**config.mk**
```make
export PLATFORM = sky130hd
export DESIGN_NAME = mctx_xlate
export DESIGN_NICKNAME = d
export VERILOG_FILES = /design/src/rtl/xlate_pkg.sv /design/src/rtl/xlate_dp.sv /design/src/rtl/xlate_ctl.sv /design/src/rtl/mctx_xlate.sv
export SDC_FILE = /design/constraint.sdc
export NUM_CORES = 2
export LEC_CHECK = 0
export BUFFER_PORTS_ARGS = -buffer_cell sky130_fd_sc_hd__buf_2
export CAP_MARGIN = 20
export CELL_PAD_IN_SITES_DETAIL_PLACEMENT = 1
export CELL_PAD_IN_SITES_GLOBAL_PLACEMENT = 1
export CORE_ASPECT_RATIO = 2
export CORE_MARGIN = 1.5
export CORE_UTILIZATION = 25
export CTS_BUF_LIST = sky130_fd_sc_hd__clkbuf_8 sky130_fd_sc_hd__clkbuf_16
export CTS_CLUSTER_SIZE = 40
export DETAILED_ROUTE_END_ITERATION = 16
export PLACE_DENSITY_LB_ADDON = 0.1
export SETUP_SLACK_MARGIN = 0.1
export SYNTH_ARGS = -nofsm -noshare
export SYNTH_HDL_FRONTEND = slang
export SYNTH_SLANG_ARGS = --single-unit
export TNS_END_PERCENT = 100
```
**constraint.sdc**
```tcl
create_clock -name clk -period 20.2 [get_ports clk]
set_input_delay 4.04 -clock clk [delete_from_list [all_inputs] [get_ports clk]]
set_output_delay 4.04 -clock clk [all_outputs]
set_load 0.01 [all_outputs]
```
**src/rtl/xlate_pkg.sv**
```systemverilog
package xlate_pkg;
  typedef enum logic [1:0] {DK_BAD, DK_TABLE, DK_LEAF} descKind_t;

  typedef enum logic [1:0] {S_IDLE, S_ISSUE, S_WAIT} walkState_t;

  typedef struct packed {
    logic cap;
    logic nextLvl;
    logic fill;
    logic rspHit;
    logic rspLeaf;
    logic rspWalkFault;
    logic rspEarlyFault;
  } xlStrobe_t;
endpackage

```
**src/rtl/xlate_dp.sv**
```systemverilog
module xlate_dp
  import xlate_pkg::*;
#(
  parameter int NUM_CTX = 4,
  parameter int TLB_N   = 8,
  parameter int VA_W    = 64,
  parameter int MAP_W   = 48,
  parameter int PA_W    = 48,
  parameter int DESC_W  = 64
) (
  input  logic                      clk,
  input  logic                      rstN,
  input  xlStrobe_t                 stb,
  input  logic [$clog2(NUM_CTX)-1:0] reqAsid,
  input  logic [VA_W-1:0]           reqVa,
  input  logic [NUM_CTX*PA_W-1:0]   tableBase,
  input  logic                      invValid,
  input  logic [$clog2(NUM_CTX)-1:0] invAsid,
  input  logic [DESC_W-1:0]         memRspData,
  output logic                      hit,
  output logic                      badVa,
  output descKind_t                 kind,
  output logic [PA_W-1:0]           memReqAddr,
  output logic                      rspValid,
  output logic [$clog2(NUM_CTX)-1:0] rspAsid,
  output logic [VA_W-1:0]           rspVa,
  output logic [PA_W-1:0]           rspPa,
  output logic                      rspCacheable,
  output logic                      rspShared,
  output logic                      rspFault
);
  localparam int PG    = 12;
  localparam int IDX_W = 9;
  localparam int CTX_W = $clog2(NUM_CTX);
  localparam int RR_W  = $clog2(TLB_N);

  function automatic logic [VA_W-1:0] offMask(input logic [1:0] sz);
    logic [VA_W-1:0] one;
    one = VA_W'(1);
    return (one << (PG + IDX_W * int'(sz))) - one;
  endfunction

  // translation cache storage
  logic [TLB_N-1:0]      tValid;
  logic [CTX_W-1:0]      tAsid [TLB_N];
  logic [MAP_W-1:PG]     tVpn  [TLB_N];
  logic [1:0]            tSize [TLB_N];
  logic [PA_W-1:0]       tPa   [TLB_N];
  logic                  tC    [TLB_N];
  logic                  tS    [TLB_N];
  logic [RR_W-1:0]       rr;
  logic [TLB_N-1:0]      hitVec;

  // walk state
  logic [CTX_W-1:0]      curAsid;
  logic [VA_W-1:0]       curVa;
  logic [1:0]            lvl;
  logic [PA_W-1:0]       tblAddr;

  assign badVa = |reqVa[VA_W-1:MAP_W];

  for (genvar g = 0; g < TLB_N; g++) begin : gMatch
    logic [VA_W-1:0] m;
    assign m = offMask(tSize[g]);
    assign hitVec[g] = tValid[g] && (tAsid[g] == reqAsid) &&
                       (((reqVa[MAP_W-1:PG] ^ tVpn[g]) & ~m[MAP_W-1:PG]) == '0);
  end
  assign hit = |hitVec;

  logic [PA_W-1:0] hitPa;
  logic            hitC, hitS;
  always_comb begin
    logic [VA_W-1:0] hm;
    hm    = '0;
    hitPa = '0;
    hitC  = 1'b0;
    hitS  = 1'b0;
    for (int i = 0; i < TLB_N; i++) begin
      if (hitVec[i]) begin
        hm    = offMask(tSize[i]);
        hitPa = (tPa[i] & ~hm[PA_W-1:0]) | (reqVa[PA_W-1:0] & hm[PA_W-1:0]);
        hitC  = tC[i];
        hitS  = tS[i];
      end
    end
  end

  // descriptor address and decode
  int                 idxLsb;
  logic [IDX_W-1:0]   idx;
  logic [1:0]         leafSz;
  logic [VA_W-1:0]    leafMask;
  logic [PA_W-1:0]    descPa;
  logic [PA_W-1:0]    leafPa;

  always_comb begin
    idxLsb     = MAP_W - IDX_W * (int'(lvl) + 1);
    idx        = curVa[idxLsb +: IDX_W];
    memReqAddr = {tblAddr[PA_W-1:PG], idx, 3'b000};
    leafSz     = 2'd3 - lvl;
    leafMask   = offMask(leafSz);
    descPa     = {memRspData[PA_W-1:PG], {PG{1'b0}}};
    leafPa     = (descPa & ~leafMask[PA_W-1:0]) | (curVa[PA_W-1:0] & leafMask[PA_W-1:0]);
    case (lvl)
      2'd0:    kind = (memRspData[1:0] == 2'b11) ? DK_TABLE : DK_BAD;
      2'd3:    kind = (memRspData[1:0] == 2'b11) ? DK_LEAF  : DK_BAD;
      default: kind = (memRspData[1:0] == 2'b11) ? DK_TABLE :
                      (memRspData[1:0] == 2'b01) ? DK_LEAF  : DK_BAD;
    endcase
  end

  always_ff @(posedge clk) begin
    if (!rstN) begin
      curAsid <= '0;
      curVa   <= '0;
      lvl     <= '0;
      tblAddr <= '0;
    end else if (stb.cap) begin
      curAsid <= reqAsid;
      curVa   <= reqVa;
      lvl     <= '0;
      tblAddr <= tableBase[int'(reqAsid)*PA_W +: PA_W];
    end else if (stb.nextLvl) begin
      lvl     <= lvl + 2'd1;
      tblAddr <= descPa;
    end
  end

  always_ff @(posedge clk) begin
    if (!rstN) begin
      tValid <= '0;
      rr     <= '0;
    end else begin
      if (stb.fill) begin
        tValid[rr] <= 1'b1;
        tAsid[rr]  <= curAsid;
        tVpn[rr]   <= curVa[MAP_W-1:PG];
        tSize[rr]  <= leafSz;
        tPa[rr]    <= descPa & ~leafMask[PA_W-1:0];
        tC[rr]     <= memRspData[2];
        tS[rr]     <= memRspData[3];
        rr         <= rr + RR_W'(1);
      end
      if (invValid) begin
        for (int i = 0; i < TLB_N; i++) begin
          if (tAsid[i] == invAsid) tValid[i] <= 1'b0;
        end
      end
    end
  end

  always_ff @(posedge clk) begin
    if (!rstN) begin
      rspValid     <= 1'b0;
      rspAsid      <= '0;
      rspVa        <= '0;
      rspPa        <= '0;
      rspCacheable <= 1'b0;
      rspShared    <= 1'b0;
      rspFault     <= 1'b0;
    end else begin
      rspValid     <= stb.rspHit | stb.rspLeaf | stb.rspWalkFault | stb.rspEarlyFault;
      rspPa        <= '0;
      rspCacheable <= 1'b0;
      rspShared    <= 1'b0;
      rspFault     <= stb.rspWalkFault | stb.rspEarlyFault;
      if (stb.rspHit || stb.rspEarlyFault) begin
        rspAsid <= reqAsid;
        rspVa   <= reqVa;
      end else begin
        rspAsid <= curAsid;
        rspVa   <= curVa;
      end
      if (stb.rspHit) begin
        rspPa        <= hitPa;
        rspCacheable <= hitC;
        rspShared    <= hitS;
      end else if (stb.rspLeaf) begin
        rspPa        <= leafPa;
        rspCacheable <= memRspData[2];
        rspShared    <= memRspData[3];
      end
    end
  end

  // fills only follow misses, so at most one entry may match
  assert_single_hit_R9: assert property (@(posedge clk) disable iff (!rstN)
    $onehot0(hitVec));

  for (genvar g = 0; g < TLB_N; g++) begin : gInvChk
    // an entry of the invalidated space is gone in the next cycle
    assert_inv_clears_R10: assert property (@(posedge clk) disable iff (!rstN)
      (invValid && tAsid[g] == invAsid) |=> !tValid[g]);
  end
endmodule

```
**src/rtl/xlate_ctl.sv**
```systemverilog
module xlate_ctl
  import xlate_pkg::*;
(
  input  logic      clk,
  input  logic      rstN,
  input  logic      reqValid,
  input  logic      hit,
  input  logic      badVa,
  input  descKind_t kind,
  input  logic      memRspValid,
  output logic      reqReady,
  output logic      memReqValid,
  output xlStrobe_t stb
);
  walkState_t state, nextState;

  always_comb begin
    stb       = '0;
    nextState = state;
    case (state)
      S_IDLE: begin
        if (reqValid) begin
          if (badVa)    stb.rspEarlyFault = 1'b1;
          else if (hit) stb.rspHit = 1'b1;
          else begin
            stb.cap   = 1'b1;
            nextState = S_ISSUE;
          end
        end
      end
      S_ISSUE: nextState = S_WAIT;
      S_WAIT: begin
        if (memRspValid) begin
          case (kind)
            DK_TABLE: begin
              stb.nextLvl = 1'b1;
              nextState   = S_ISSUE;
            end
            DK_LEAF: begin
              stb.fill    = 1'b1;
              stb.rspLeaf = 1'b1;
              nextState   = S_IDLE;
            end
            default: begin
              stb.rspWalkFault = 1'b1;
              nextState        = S_IDLE;
            end
          endcase
        end
      end
      default: nextState = S_IDLE;
    endcase
  end

  always_ff @(posedge clk) begin
    if (!rstN) state <= S_IDLE;
    else       state <= nextState;
  end

  assign reqReady    = (state == S_IDLE);
  assign memReqValid = (state == S_ISSUE);

  // a table descriptor always leads to another descriptor read
  assert_table_reads_on_R3: assert property (@(posedge clk) disable iff (!rstN)
    (state == S_WAIT && memRspValid && kind == DK_TABLE) |=> memReqValid);
endmodule

```
**src/rtl/mctx_xlate.sv**
```systemverilog
module mctx_xlate
  import xlate_pkg::*;
#(
  parameter int NUM_CTX = 4,
  parameter int TLB_N   = 8,
  parameter int VA_W    = 64,
  parameter int MAP_W   = 48,
  parameter int PA_W    = 48,
  parameter int DESC_W  = 64
) (
  input  logic                       clk,
  input  logic                       rstN,
  input  logic                       reqValid,
  output logic                       reqReady,
  input  logic [$clog2(NUM_CTX)-1:0] reqAsid,
  input  logic [VA_W-1:0]            reqVa,
  input  logic [NUM_CTX*PA_W-1:0]    tableBase,
  input  logic                       invValid,
  input  logic [$clog2(NUM_CTX)-1:0] invAsid,
  output logic                       memReqValid,
  output logic [PA_W-1:0]            memReqAddr,
  input  logic                       memRspValid,
  input  logic [DESC_W-1:0]          memRspData,
  output logic                       rspValid,
  output logic [$clog2(NUM_CTX)-1:0] rspAsid,
  output logic [VA_W-1:0]            rspVa,
  output logic [PA_W-1:0]            rspPa,
  output logic                       rspCacheable,
  output logic                       rspShared,
  output logic                       rspFault
);
  xlStrobe_t stb;
  logic      hit, badVa;
  descKind_t kind;

  xlate_ctl i_ctl (
    .clk(clk), .rstN(rstN), .reqValid(reqValid), .hit(hit), .badVa(badVa),
    .kind(kind), .memRspValid(memRspValid), .reqReady(reqReady),
    .memReqValid(memReqValid), .stb(stb)
  );

  xlate_dp #(
    .NUM_CTX(NUM_CTX), .TLB_N(TLB_N), .VA_W(VA_W), .MAP_W(MAP_W),
    .PA_W(PA_W), .DESC_W(DESC_W)
  ) i_dp (
    .clk(clk), .rstN(rstN), .stb(stb), .reqAsid(reqAsid), .reqVa(reqVa),
    .tableBase(tableBase), .invValid(invValid), .invAsid(invAsid),
    .memRspData(memRspData), .hit(hit), .badVa(badVa), .kind(kind),
    .memReqAddr(memReqAddr), .rspValid(rspValid), .rspAsid(rspAsid),
    .rspVa(rspVa), .rspPa(rspPa), .rspCacheable(rspCacheable),
    .rspShared(rspShared), .rspFault(rspFault)
  );

  logic accepted, highBits;
  assign accepted = reqValid && reqReady;
  assign highBits = |reqVa[VA_W-1:MAP_W];

  // out-of-range address faults at once, no read
  assert_early_fault_R2: assert property (@(posedge clk) disable iff (!rstN)
    (accepted && highBits) |=> (rspValid && rspFault && !memReqValid && reqReady));

  // a hit answers in the next cycle
  assert_hit_latency_R7: assert property (@(posedge clk) disable iff (!rstN)
    (accepted && hit && !highBits) |=> (rspValid && !rspFault && !memReqValid));

  // a miss closes the request port and starts a read
  assert_miss_blocks_R12: assert property (@(posedge clk) disable iff (!rstN)
    (accepted && !hit && !highBits) |=> (!reqReady && memReqValid && !rspValid));

  // a fault carries no address and no attributes
  assert_fault_clean_R6: assert property (@(posedge clk) disable iff (!rstN)
    (rspValid && rspFault) |-> (rspPa == '0 && !rspCacheable && !rspShared));
endmodule

```
==> results_dict.tcl <==
set metrics [dict create \
    crit_chain "inv_1 -> buf_4 -> ha_4 -> ha_1 -> inv_1 -> fa_1 -> buf_4 -> inv_1 -> buf_4 -> nor2_1 -> or3_1 -> a211oi_1 -> a21oi_1 -> a211oi_1 -> buf_2" \
    ys_seq_area_share_pct 49.49 \
    grt_max_degree 73 \
    clock-root-buffer "clkbuf_16" \
    final.setup.worst_slack_ns 9.896 \
    critPathArrivalTime_ns 6.26 \
    synth_async_sr_flop_share_pct 0 \
    crit_required_ns 16.16 \
    crit_path_end_kind "primary output" \
    crit_path_top_delay_cell "inv_1" \
    slew_headroom_pct 10.66 \
    setup_viol 0 \
    finalInstanceArea_sq_mm 0.05579 \
    antenna_left 0 \
    max_freq_mhz 97.05 \
    finalSetupTns_ns 0 \
    r2r_slack_ns 12.59 \
    first_pass_iters 5 \
    fin_nets 5075 \
    worst-path-buf-inv 7 \
    gp_congestion 0.9418 \
    cts_tree "yes" \
    start_util_pct 25.19 \
    synth_seq_cells 859 \
    placed_cells 7051 \
    dieArea_sq_mm 0.1922 \
    yosys_most_used_dff "edfxtp_1" \
    worstHoldStart "i_dp.curVa[18]$_SDFFE_PN0P_" \
    power_leakage_nw 18.52 \
    cts_buffers 92 \
    portBuffers 421 \
    core-area_sq_mm 0.1881 \
    grt_overflow 0 \
    final_max_slew_viol_count 0 \
    hold_buffers 0 \
    startpoint_type "flop" \
    power_density_mw_per_mm2 70.10 \
    status "complete, no violations" \
    peakVddDrop_mv 0.05753 \
    yosysWarningCount 0 \
    cap_viol_max_count 0 \
    tightest_slew_ns 1.306 \
    rows 225 \
    clock_path_buffers 3 \
    cts_setup_buffers 0 \
    fin_cells 7245 \
    slowest_delay_ns 0.59 \
    cp_top_family "buffers and inverters" \
    die_width_um 310.8 \
    grt_usage_pct 26.94 \
    vias_per_cell 5.396 \
    hold_end "i_dp.curVa[18]$_SDFFE_PN0P_" \
    drc 0 \
    cp_max_fo 35 \
    synth_area_sq_mm 0.04737 \
    path_clk_slew_ns 0.07 \
    rsz0062_at_grt "no" \
    cts_resized 0 \
    synthToLayoutAreaGrowth_pct 17.79 \
    clkLatencyLatePin_ns 0.73 \
    grt_pass1_wl_um 357400 \
    ff2ff_path_depth 14 \
    path_class "flop to primary output" \
    synth-edff-count 624 \
    finalHoldViolations 0 \
    ios 497 \
    rr_endpoint "i_dp.rspPa[22]$_SDFF_PN0_" \
    period_share_pct 51.01 \
    fp.dieH_um 618.6 \
    fin_skew_ns 0.04068 \
    pre_cts_slack_ns 10.68 \
    drt_iter0_markers 2903 \
    htree_levels 3 \
    antenna_found_initial 30 \
    synth_cell_types 113 \
    min_path_cells 2 \
    via_count 39094 \
    drive_gt1_share_pct 23.29 \
    grt_pass1_vias 41164 \
    avgSynthCellArea_sq_um 11.02 \
    fin_crit_ns 10.30 \
    cts_sinks 859 \
    place_area_sq_mm 0.05264 \
    dp_hpwl_um 191000 \
    detail_route.wl_per_cell_um 36.59 \
    detail_route.wirelength_um 265100 \
    synth_cells 4300 \
    hold_class "flop to flop" \
    r2r-start "i_dp.tSize[3][0]$_DFFE_PP_" \
]
-- kinds of logic after synthesis --
group,after synthesis,share of synthesized area [%]
mux,379,11.13
flops,859,49.49
compound gates,966,13.27
fa+ha+maj,96,2.552
other cells,1,0.007917
xor+xnor,356,6.583
simple gates,1231,13.35
buf+inv,412,3.616
-- synthesized netlist by cell type (15+ instances only) --
| library cell | instances | area, sq um |
|---|---|---|
| or3_1 | 18 | 112.6 |
| inv_1 | 67 | 251.5 |
| o211ai_1 | 18 | 135.1 |
| nor3b_1 | 17 | 127.6 |
| mux2_2 | 151 | 1700 |
| nand3_1 | 219 | 1096 |
| o21ai_0 | 183 | 915.9 |
| nor2b_1 | 56 | 350.3 |
| o21a_1 | 15 | 112.6 |
| o21ai_1 | 53 | 265.3 |
| nand2b_1 | 16 | 100.1 |
| a211oi_1 | 33 | 247.7 |
| a2111oi_0 | 23 | 201.4 |
| clkbuf_1 | 221 | 829.6 |
| xnor2_1 | 224 | 1962 |
| or2_2 | 18 | 112.6 |
| nor2_1 | 244 | 915.9 |
| and3_1 | 45 | 281.5 |
| buf_2 | 75 | 375.4 |
| edfxtp_1 | 624 | 18740 |
| nor3_1 | 52 | 260.3 |
| a22oi_1 | 46 | 345.3 |
| a31oi_1 | 63 | 394.1 |
| nand2_1 | 297 | 1115 |
| nand4_1 | 56 | 350.3 |
| dfxtp_1 | 235 | 4705 |
| xor2_1 | 132 | 1156 |
| mux2i_1 | 125 | 1251 |
| a21oi_1 | 291 | 1456 |
| ha_1 | 95 | 1189 |
| and2_1 | 57 | 356.6 |
| mux4_2 | 103 | 2320 |
| a311oi_1 | 31 | 271.5 |
| buf_1 | 30 | 112.6 |
| nor4_1 | 43 | 269.0 |
| nand3b_1 | 18 | 135.1 |
-- area by class of cell --
class,count,area [sq um]
Tap cell,2497,3124
Multi-Input combinational cell,3031,22370
Timing Repair Buffer,596,3425
Fill cell,21183,132300
Clock inverter,70,625.6
Antenna cell,20,50.05
Sequential cell,859,23470
Inverter,70,267.8
Clock buffer,102,2462
-- metrics by stage --
step	util, %	power [W]	hold slack (ns)
after floorplan	-	0.002025	0.4715
after global placement	27.97	0.002142	0.4386
after detailed placement	27.99	0.002144	0.4514
after CTS	29.63	0.003957	0.4604
after global routing	29.65	0.004016	0.4792
final	29.67	0.003911	0.4534
-- layout by cell type, fill, tap and decap left out, types with 103 or more instances in the layout --
master | synthesis | routed
a21oi_1 | 291 | 291
buf_2 | 75 | 421
buf_4 | 11 | 174
dfxtp_1 | 235 | 219
edfxtp_1 | 624 | 624
mux2_2 | 151 | 151
mux2i_1 | 125 | 125
mux4_2 | 103 | 103
nand2_1 | 297 | 295
nand3_1 | 219 | 218
nor2_1 | 244 | 240
o21ai_0 | 183 | 181
xnor2_1 | 224 | 224
xor2_1 | 132 | 132
-- worst max path at each step --
| stage | startpoint | to | slack, ns | cells after the start |
|---|---|---|---|---|
| global placement | reqVa[18] | i_dp.rspPa[28]$_SDFF_PN0_ | 10.67 | 11 |
| finish | i_dp.lvl[0]$_SDFFE_PP0P_ | memReqAddr[4] | 9.90 | 15 |
| detailed placement | reqVa[20] | i_dp.rspPa[22]$_SDFF_PN0_ | 10.68 | 11 |
| global route | i_dp.lvl[0]$_SDFFE_PP0P_ | memReqAddr[4] | 9.65 | 14 |
| floorplan | i_dp.lvl[0]$_SDFFE_PP0P_ | i_dp.tAsid[2][0]$_DFFE_PP_ | 6.20 | 19 |
| CTS | i_dp.lvl[1]$_SDFFE_PP0P_ | memReqAddr[4] | 10.03 | 15 |
-- per-layer routing --
layer | wire length [um] | GRT usage, % | vias to the layer above
met5 | 42 | 0 | -
met4 | 18740 | 17.22 | 8
met3 | 12280 | 3.953 | 491
met2 | 139700 | 50.22 | 1419
met1 | 94340 | 28.01 | 20296
li1 | - | - | 16880
-- worst register-to-register path: cells and delay by family (launching register included) --
kind                     cells  cell delay, ns
buffers and inverters        2            0.99
AO/OA/AOI/OAI                4            2.08
AND/OR/NAND/NOR              6            2.80
flip-flops                   1            0.57
adder cells (fa/ha/maj)      2            0.99
-- power by group --
part | switching, W | internal, W | total [W]
Sequential | 0.00000157 | 0.00187 | 0.00187
Combinational | 0.000151 | 0.0000786 | 0.000229
Clock | 0.000822 | 0.000985 | 0.00181
-- sequential cells by signal (all words and copies together) (netlist names) --
name and cells:
i_ctl.state 2, i_dp.curAsid 2, i_dp.curVa 64, i_dp.lvl 2, i_dp.rr 3, i_dp.rspAsid 2, i_dp.rspCacheable 1, i_dp.rspFault 1
i_dp.rspPa 48, i_dp.rspShared 1, i_dp.rspVa 64, i_dp.rspValid 1, i_dp.tAsid 16, i_dp.tC 8, i_dp.tPa 288, i_dp.tS 8
i_dp.tSize 16, i_dp.tValid 8, i_dp.tVpn 288, i_dp.tblAddr 36
(Power assumes the default switching activity.)
